### src/rtl/llsc_pkg.sv
package llsc_pkg;

    typedef enum logic [1:0] {
        OP_LOAD  = 2'd0,
        OP_STORE = 2'd1,
        OP_LINK  = 2'd2,
        OP_COND  = 2'd3
    } mem_op_e;

    typedef enum logic {
        ST_IDLE = 1'b0,
        ST_RESP = 1'b1
    } mon_state_e;

endpackage

### src/rtl/llsc_rr_arbiter.sv
module llsc_rr_arbiter #(
    parameter int NPORTS = 3,
    parameter int IDX_W  = 2
) (
    input  logic              clk,
    input  logic              rst_n,
    input  logic [NPORTS-1:0] req,
    input  logic              advance,
    output logic [NPORTS-1:0] gnt_oh,
    output logic [IDX_W-1:0]  gnt_idx
);

    logic [IDX_W-1:0] ptr_q;
    logic             found;
    int               cand;

    // search starting at the rotating pointer
    always_comb begin
        gnt_oh  = '0;
        gnt_idx = '0;
        found   = 1'b0;
        cand    = 0;
        for (int k = 0; k < NPORTS; k++) begin
            cand = int'(ptr_q) + k;
            if (cand >= NPORTS) cand = cand - NPORTS;
            if (!found && req[cand]) begin
                found        = 1'b1;
                gnt_oh[cand] = 1'b1;
                gnt_idx      = IDX_W'(cand);
            end
        end
    end

    always_ff @(posedge clk) begin
        if (!rst_n) begin
            ptr_q <= '0;
        end else if (advance) begin
            if (int'(gnt_idx) == NPORTS - 1) ptr_q <= '0;
            else                             ptr_q <= gnt_idx + 1'b1;
        end
    end

    AST_GNT_ONEHOT: assert property (@(posedge clk) disable iff (!rst_n)
        $onehot0(gnt_oh));
    AST_GNT_HAS_REQ: assert property (@(posedge clk) disable iff (!rst_n)
        (|req) |-> (|(gnt_oh & req)));

endmodule

### src/rtl/llsc_resv_table.sv
module llsc_resv_table
    import llsc_pkg::*;
#(
    parameter int NPORTS = 3,
    parameter int ADDR_W = 4,
    parameter int IDX_W  = 2
) (
    input  logic              clk,
    input  logic              rst_n,
    input  logic              fire,
    input  logic [IDX_W-1:0]  port,
    input  mem_op_e           op,
    input  logic [ADDR_W-1:0] addr,
    output logic              sc_pass
);

    logic [NPORTS-1:0] armed_q;
    logic [ADDR_W-1:0] addr_q [NPORTS];
    logic              writes;

    assign sc_pass = armed_q[port] && (addr_q[port] == addr);
    assign writes  = (op == OP_STORE) || ((op == OP_COND) && sc_pass);

    for (genvar i = 0; i < NPORTS; i++) begin : g_slot
        always_ff @(posedge clk) begin
            if (!rst_n) begin
                armed_q[i] <= 1'b0;
                addr_q[i]  <= '0;
            end else if (fire) begin
                if (int'(port) == i) begin
                    if (op == OP_LINK) begin
                        armed_q[i] <= 1'b1;
                        addr_q[i]  <= addr;
                    end else if (op == OP_COND) begin
                        armed_q[i] <= 1'b0;
                    end
                end else if (writes && armed_q[i] && (addr_q[i] == addr)) begin
                    armed_q[i] <= 1'b0;
                end
            end
        end

        AST_FOREIGN_WRITE_CLEARS: assert property (@(posedge clk) disable iff (!rst_n)
            (fire && writes && int'(port) != i && armed_q[i] && addr_q[i] == addr)
            |=> !armed_q[i]);
    end

    AST_LINK_ARMS: assert property (@(posedge clk) disable iff (!rst_n)
        (fire && op == OP_LINK) |=> (armed_q[$past(port)] && addr_q[$past(port)] == $past(addr)));
    AST_COND_CONSUMES: assert property (@(posedge clk) disable iff (!rst_n)
        (fire && op == OP_COND) |=> !armed_q[$past(port)]);

endmodule

### src/rtl/llsc_mem.sv
module llsc_mem #(
    parameter int ADDR_W = 4,
    parameter int DATA_W = 8
) (
    input  logic              clk,
    input  logic              rst_n,
    input  logic              rd_en,
    input  logic              wr_en,
    input  logic [ADDR_W-1:0] addr,
    input  logic [DATA_W-1:0] wdata,
    output logic [DATA_W-1:0] rdata
);

    localparam int DEPTH = 1 << ADDR_W;

    logic [DATA_W-1:0] words_q [DEPTH];

    always_ff @(posedge clk) begin
        if (!rst_n) begin
            for (int w = 0; w < DEPTH; w++) words_q[w] <= '0;
            rdata <= '0;
        end else begin
            if (rd_en) rdata <= words_q[addr];
            if (wr_en) words_q[addr] <= wdata;
        end
    end

    AST_WRITE_NEEDS_ACCESS: assert property (@(posedge clk) disable iff (!rst_n)
        wr_en |-> rd_en);

endmodule

### src/rtl/llsc_monitor.sv
module llsc_monitor
    import llsc_pkg::*;
#(
    parameter int NPORTS = 3,
    parameter int ADDR_W = 4,
    parameter int DATA_W = 8
) (
    input  logic                     clk,
    input  logic                     rst_n,
    input  logic [NPORTS-1:0]        req_valid,
    input  logic [2*NPORTS-1:0]      req_op,
    input  logic [ADDR_W*NPORTS-1:0] req_addr,
    input  logic [DATA_W*NPORTS-1:0] req_wdata,
    output logic [NPORTS-1:0]        rsp_valid,
    output logic [DATA_W-1:0]        rsp_rdata,
    output logic                     rsp_sc_ok
);

    localparam int IDX_W = (NPORTS > 1) ? $clog2(NPORTS) : 1;

    mon_state_e        state_q, state_d;
    logic              fire;
    logic [NPORTS-1:0] gnt_oh;
    logic [IDX_W-1:0]  gnt_idx, gnt_q;
    mem_op_e           sel_op;
    logic [ADDR_W-1:0] sel_addr;
    logic [DATA_W-1:0] sel_wdata;
    logic              sc_pass;
    logic              wr_en;
    logic              sc_ok_q;

    assign fire = (state_q == ST_IDLE) && (|req_valid);

    llsc_rr_arbiter #(.NPORTS(NPORTS), .IDX_W(IDX_W)) arb_i (
        .clk     (clk),
        .rst_n   (rst_n),
        .req     (req_valid),
        .advance (fire),
        .gnt_oh  (gnt_oh),
        .gnt_idx (gnt_idx)
    );

    // pick the winner's request fields
    always_comb begin
        sel_op    = mem_op_e'(req_op[2*gnt_idx +: 2]);
        sel_addr  = req_addr[ADDR_W*gnt_idx +: ADDR_W];
        sel_wdata = req_wdata[DATA_W*gnt_idx +: DATA_W];
    end

    llsc_resv_table #(.NPORTS(NPORTS), .ADDR_W(ADDR_W), .IDX_W(IDX_W)) resv_i (
        .clk     (clk),
        .rst_n   (rst_n),
        .fire    (fire),
        .port    (gnt_idx),
        .op      (sel_op),
        .addr    (sel_addr),
        .sc_pass (sc_pass)
    );

    assign wr_en = fire && ((sel_op == OP_STORE) || ((sel_op == OP_COND) && sc_pass));

    llsc_mem #(.ADDR_W(ADDR_W), .DATA_W(DATA_W)) mem_i (
        .clk   (clk),
        .rst_n (rst_n),
        .rd_en (fire),
        .wr_en (wr_en),
        .addr  (sel_addr),
        .wdata (sel_wdata),
        .rdata (rsp_rdata)
    );

    // state register and captured response fields
    always_ff @(posedge clk) begin
        if (!rst_n) begin
            state_q <= ST_IDLE;
            gnt_q   <= '0;
            sc_ok_q <= 1'b0;
        end else begin
            state_q <= state_d;
            if (fire) begin
                gnt_q   <= gnt_idx;
                sc_ok_q <= (sel_op == OP_COND) && sc_pass;
            end
        end
    end

    // transitions: accept (IDLE->RESP), release (RESP->IDLE)
    always_comb begin
        state_d = state_q;
        unique case (state_q)
            ST_IDLE: if (|req_valid) state_d = ST_RESP;
            ST_RESP: state_d = ST_IDLE;
            default: state_d = ST_IDLE;
        endcase
    end

    // outputs
    always_comb begin
        rsp_valid = '0;
        rsp_sc_ok = 1'b0;
        unique case (state_q)
            ST_IDLE: ;
            ST_RESP: begin
                for (int i = 0; i < NPORTS; i++) rsp_valid[i] = (int'(gnt_q) == i);
                rsp_sc_ok = sc_ok_q;
            end
            default: ;
        endcase
    end

    AST_RSP_ONEHOT: assert property (@(posedge clk) disable iff (!rst_n)
        $onehot0(rsp_valid));
    AST_RSP_FOLLOWS_ACCEPT: assert property (@(posedge clk) disable iff (!rst_n)
        (|rsp_valid) |-> $past(fire));
    AST_OK_ONLY_COND: assert property (@(posedge clk) disable iff (!rst_n)
        rsp_sc_ok |-> ($past(sel_op) == OP_COND));
    AST_SINGLE_PULSE: assert property (@(posedge clk) disable iff (!rst_n)
        (|rsp_valid) |=> (rsp_valid == '0));

endmodule

### config.mk
export PLATFORM = sky130hd
export DESIGN_NAME = llsc_monitor
export DESIGN_NICKNAME = d
export VERILOG_FILES = /design/src/rtl/llsc_pkg.sv /design/src/rtl/llsc_rr_arbiter.sv /design/src/rtl/llsc_resv_table.sv /design/src/rtl/llsc_mem.sv /design/src/rtl/llsc_monitor.sv
export SDC_FILE = /design/constraint.sdc
export NUM_CORES = 1
export LEC_CHECK = 0
export BUFFER_PORTS_ARGS = -buffer_cell sky130_fd_sc_hd__buf_4
export CAP_MARGIN = 20
export CORE_UTILIZATION = 55
export CTS_CLUSTER_DIAMETER = 40
export CTS_CLUSTER_SIZE = 8
export DETAILED_ROUTE_END_ITERATION = 8
export GPL_TIMING_DRIVEN = 0
export PLACE_DENSITY = 0.78
export SLEW_MARGIN = 15
export SYNTH_ARGS = -nofsm -noshare
export SYNTH_HDL_FRONTEND = slang
export SYNTH_HIERARCHICAL = 1
export SYNTH_SLANG_ARGS = --single-unit
export TNS_END_PERCENT = 10
### constraint.sdc
create_clock -name clk -period 6.8 [get_ports clk]
set_input_delay 1.02 -clock clk [delete_from_list [all_inputs] [get_ports clk]]
set_output_delay 1.02 -clock clk [all_outputs]
set_load 0.02 [all_outputs]
* Word-level counts from Yosys, hierarchy flattened
Memory sizes are Yosys's and may differ from the RTL's. A register that Yosys moved wholly into a read port is not among the register bits. Cells that the tools add are included.
Storage, ports and cells: memories 2, bits in writable memories 140, flip-flop bits (word level) 9, output and inout bits 12, bits of input ports 47
Memories:
- mem_i.words_q | depth 16, bits a word 8, read ports 1, clocked after Yosys merged registers in 1, write ports 16, line llsc_mem.sv:16 | logic [DATA_W-1:0] words_q [DEPTH];
- resv_i.addr_q | depth 3, bits a word 4, read ports 4, clocked after Yosys merged registers in 0, write ports 3, line llsc_resv_table.sv:18 | logic [ADDR_W-1:0] addr_q [NPORTS];
Operators by class: eq/ne operators 14, shifts and indexed selects 3, add/subtract/negate cells 6, $lt $le $gt $ge 7, mux-type cells 55, reductions and logical operators 26, bitwise operators 4
Operators with widths (count):
- $lt A32 B4 Y1 const B | 3
- $mux W32 | 3
- $ge A32 B3 Y1 const B | 2
- $sub A32 B3 Y32 const B | 2
- $mux W1 | 37
- $shiftx A24 B6 Y8 | 1
- $eq A4 B4 Y1 | 4
- $mux W4 | 4
- $eq A2 B2 Y1 const B | 6
- $logic_and A1 B1 Y1 | 12
- $shiftx A12 B5 Y4 | 1
- $reduce_and A3 Y1 | 3
- $bmux W1 S2 | 4
- $mux W2 | 4
- $mux W8 | 1
- $reduce_or A8 Y1 | 1
- $ne A3 B2 Y1 const B | 2
- $reduce_bool A2 Y1 | 3
- $shiftx A6 B4 Y2 | 1
- $logic_not A2 Y1 | 2
- $add A2 B1 Y3 const B | 1
- $add A2 B2 Y3 const B | 1
- $logic_not A1 Y1 | 3
- $lt A2 B3 Y1 const B | 1
- 11 further kinds | 13

* Logic depth before layout (Yosys ltp)
word-level depth 23, depth in mapped cells 22, gate-level depth less buffers 17

* Cells and area by module
The synthesis kept the hierarchy.
By module, submodules not included:
- llsc_mem | times used 1, area each 6411.1 sq um, cells an instance 454, sequential area each 4003.8 sq um
- llsc_resv_table | times used 1, area each 1022.2 sq um, cells an instance 109, sequential area each 420.4 sq um
- llsc_monitor | times used 1, area each 530.5 sq um, cells an instance 73, sequential area each 80.1 sq um
- llsc_rr_arbiter | times used 1, area each 364.1 sq um, cells an instance 47, sequential area each 40.0 sq um

* Worst setup path after synthesis
OpenSTA, ideal clock, no wires.
kind input to register, start point input port req_valid[1], end point memory mem_i.words_q[3][0] (enable), slack 730 ps, data arrival time 5686 ps, stages 17, cell sequence nor2b_1 or3_1 a21oi_1 buf_6 buf_2 mux2i_1 o21ai_1 clkbuf_1 a211oi_1 or4_4 nor4_1 inv_1 a2111oi_4 nand2_1 or3_1 buf_2 o21ai_0
RTL lines:
- start: declaration | line llsc_monitor.sv:10 | input logic [NPORTS-1:0] req_valid,
- end: declaration | line llsc_mem.sv:16

==> out/results.tsv <==
stage	metric	value	unit
final_layout	Finished Core Util	65.2	%
detailed_routing	Routed WL	20.5	mm
power_and_ir_drop	static leakage	0.00362	uW
power_and_ir_drop	worst vdd ir	0.000195	V
setup_path	worst-path maximum fanout	10	
power_and_ir_drop	logic gate share of total power	38.6	%
power_and_ir_drop	Clock Power Share	26.3	%
floorplan	Die Span Y	124	um
detailed_routing	initial DRC count	708	
detailed_routing	Via Count	5811	
placement	global placement routability congestion	0.901	
global_route	initial antenna violation count	0	
global_route	first-pass GRT wire length	31.7	mm
final_layout	P&R area growth vs syn	15.6	%
clock_network	H-Tree Depth	4	
clock_network	Skew-Pair Late Insertion Delay	0.43	ns
logic_synthesis	Post-Syn Instances	668	
global_route	pin count of the biggest net entering global routing	17	
clock_network	clk sinks	157	
setup_path	crit path DAT	6.52	ns
detailed_routing	Avg WL per Cell	21.5	um
floorplan	Die Wd	124	um
clock_network	CTS tree	yes	
global_route	overall global routing resource usage	27.4	%
logic_synthesis	yosys warns	6	
global_route	grt total ovfl	0	
floorplan	Row Count	44	
detailed_routing	Vias/cell	6.10	
final_layout	fill count	1043	
floorplan	Die ar.	15400	um^2
clock_network	Reg clk slew, reported paths	0.06	ns
timing	RSZ-0062 raised after global routing	false	
detailed_routing	drt pass-1 iters	7	
timing	relative slew slack	31.9	%
timing	worst slew pin tran	1.01	ns
clock_network	root buf cell	clkbuf_16	
power_and_ir_drop	Flop pwr share	35.1	%
floorplan	Starting Density	56.4	%
timing	Final Max Slew Viols	0	
power_and_ir_drop	Pint	2070	uW
setup_path	crit path kind	flip-flop to flip-flop	
detailed_routing	Final ANT Viol Nets	0	
status	outcome	finished, final reports clean	
worst_hold_path	Hold WC Path Type	flip-flop to flip-flop	
setup_path	CP Capture Type	flip-flop	
timing	clk_skew	0.00873	ns
clock_network	CTS Buf Count	17	
final_layout	proportion of layout cells with a drive suffix above 1	22.5	%
placement	Detail Placement HPWL	14.7	mm
power_and_ir_drop	Sw Ratio	37.3	%
placement	PortBufs	58	
timing	final hold viol count	0	
logic_synthesis	syn_area_per_cell	12.3	um^2
timing	Period minus WS final	6.39	ns
detailed_routing	drt drc	0	
run	max_cap viols	0	
clock_network	Longest Clk Path Bufs	2	
logic_synthesis	post-synth net total	719	
timing	final setup margin	0.410	ns
setup_path	Critical Path RT	6.93	ns
floorplan	Ports	59	
timing	Max Clk Rate	156	MHz
floorplan	Core Box Area	14600	um^2
clock_network	post-CTS setup buffers	0	
timing	part of the cycle the worst path needs	94.0	%
timing	final setup violating endpoints	0	
power_and_ir_drop	Net Sw Power	1230	uW
power_and_ir_drop	Cell Pwr Density	347	nW/um^2
final_layout	antenna cells	0	
global_route	number of global-route vias before repair	5841	
final_layout	net total in the final layout	807	
logic_synthesis	synthesized area	8220	um^2
setup_path	crit path launch type	flip-flop	
placement	DP Worst Slack	-0.466	ns
-- path summary, 6_finish.rpt --
path | start | endpoint | slack (ns) | depth (start not counted)
worst max-delay path | arb_i/ptr_q[0] | mem_i/words_q[12][3] | 0.41 | 19
worst max register to register | arb_i/ptr_q[0] | mem_i/words_q[12][3] | 0.41 | 19
worst min register to register | sc_ok_q | sc_ok_q | 0.48 | 2
worst min-delay path | sc_ok_q | sc_ok_q | 0.48 | 2
-- state kept, by name, indices dropped and copies added (netlist names) --
register        count
arb_i/ptr_q         2
gnt_q               2
mem_i/rdata         8
mem_i/words_q     128
resv_i/addr_q      12
resv_i/armed_q      3
sc_ok_q             1
state_q             1
-- area by class of cell --
cell class | instances | area (um^2) | share of cell area, %
Inverter | 13 | 48.8 | 0.513
Timing Repair Buffer | 69 | 498 | 5.24
Clock inverter | 14 | 108 | 1.13
Sequential cell | 157 | 4540 | 47.8
Tap cell | 184 | 230 | 2.42
Multi-Input combinational cell | 454 | 3370 | 35.4
Clock buffer | 18 | 429 | 4.51
Buffer | 44 | 280 | 2.95
-- cells in the final DEF (no fill, tap or decap), types with 6 or more instances in the layout --
| cell | count |
|---|---|
| inv_1 | 12 |
| xor2_1 | 8 |
| mux2_2 | 13 |
| buf_6 | 7 |
| o22ai_1 | 8 |
| clkbuf_16 | 17 |
| nor2_1 | 20 |
| buf_4 | 62 |
| xnor2_1 | 6 |
| nor3_1 | 10 |
| nand2_1 | 31 |
| a21oi_1 | 13 |
| mux2i_1 | 51 |
| edfxtp_1 | 140 |
| mux4_2 | 8 |
| and2_1 | 138 |
| clkbuf_1 | 21 |
| o211ai_1 | 6 |
| dfxtp_1 | 17 |
| nor2b_1 | 7 |
| o21ai_1 | 22 |
| inv_6 | 6 |
| o21ai_0 | 21 |
| buf_2 | 19 |
-- stage by stage --
stage	instance area, um^2	hold WS (ns)	setup TNS (ns)	instances	total power, uW
after CTS	9480	0.476	0	951	3280
after detailed placement	8940	0.459	-36.05	919	2410
after global placement	8890	0.456	-45.20	910	2370
final	9510	0.479	0	953	3300
after global routing	9510	0.511	0	953	3430
after floorplan	8220	0.444	0	668	2010
-- worst max-delay path, stage by stage (launching register included) --
cell and delay [ns]:
dfxtp_1 0.37, inv_1 0.10, ha_1 0.30, clkbuf_1 0.16, nand2_1 0.06, or3_1 0.30, a21oi_1 0.41, buf_6 0.21
buf_2 0.28, mux2i_1 0.13, o21ai_1 0.42, clkbuf_1 0.35, a211oi_1 0.09, or4_4 0.51, nor4_1 0.40, inv_1 0.13
a2111oi_4 0.59, nand4_2 0.32, o21ai_0 0.69, buf_4 0.27
-- per-layer routing --
layer  wire, um  global-route usage [%]  vias up
li1           -                       -     2634
met1       8290                    36.5     2808
met4        631                    10.3        0
met3       1970                    7.35       52
met5          0                       0        -
met2       9570                    42.9      317
-- power by group through the flow --
| stage | sequential, uW | combinational (uW) | clock (uW) |
|---|---|---|---|
| global route | 1170 | 1340 | 920 |
| global placement | 1170 | 1190 | 0 |
| detailed placement | 1180 | 1230 | 0 |
| floorplan | 1180 | 832 | 0 |
| finish | 1160 | 1280 | 869 |
| CTS | 1160 | 1250 | 876 |
-- what timing repair did --
item                                    CTS  global route
endpoints found under the setup margin   48            58
endpoints found under the hold margin     0             0
gates resized for setup                   2             9
hold buffers                              0             0
(Power assumes the default switching activity.)
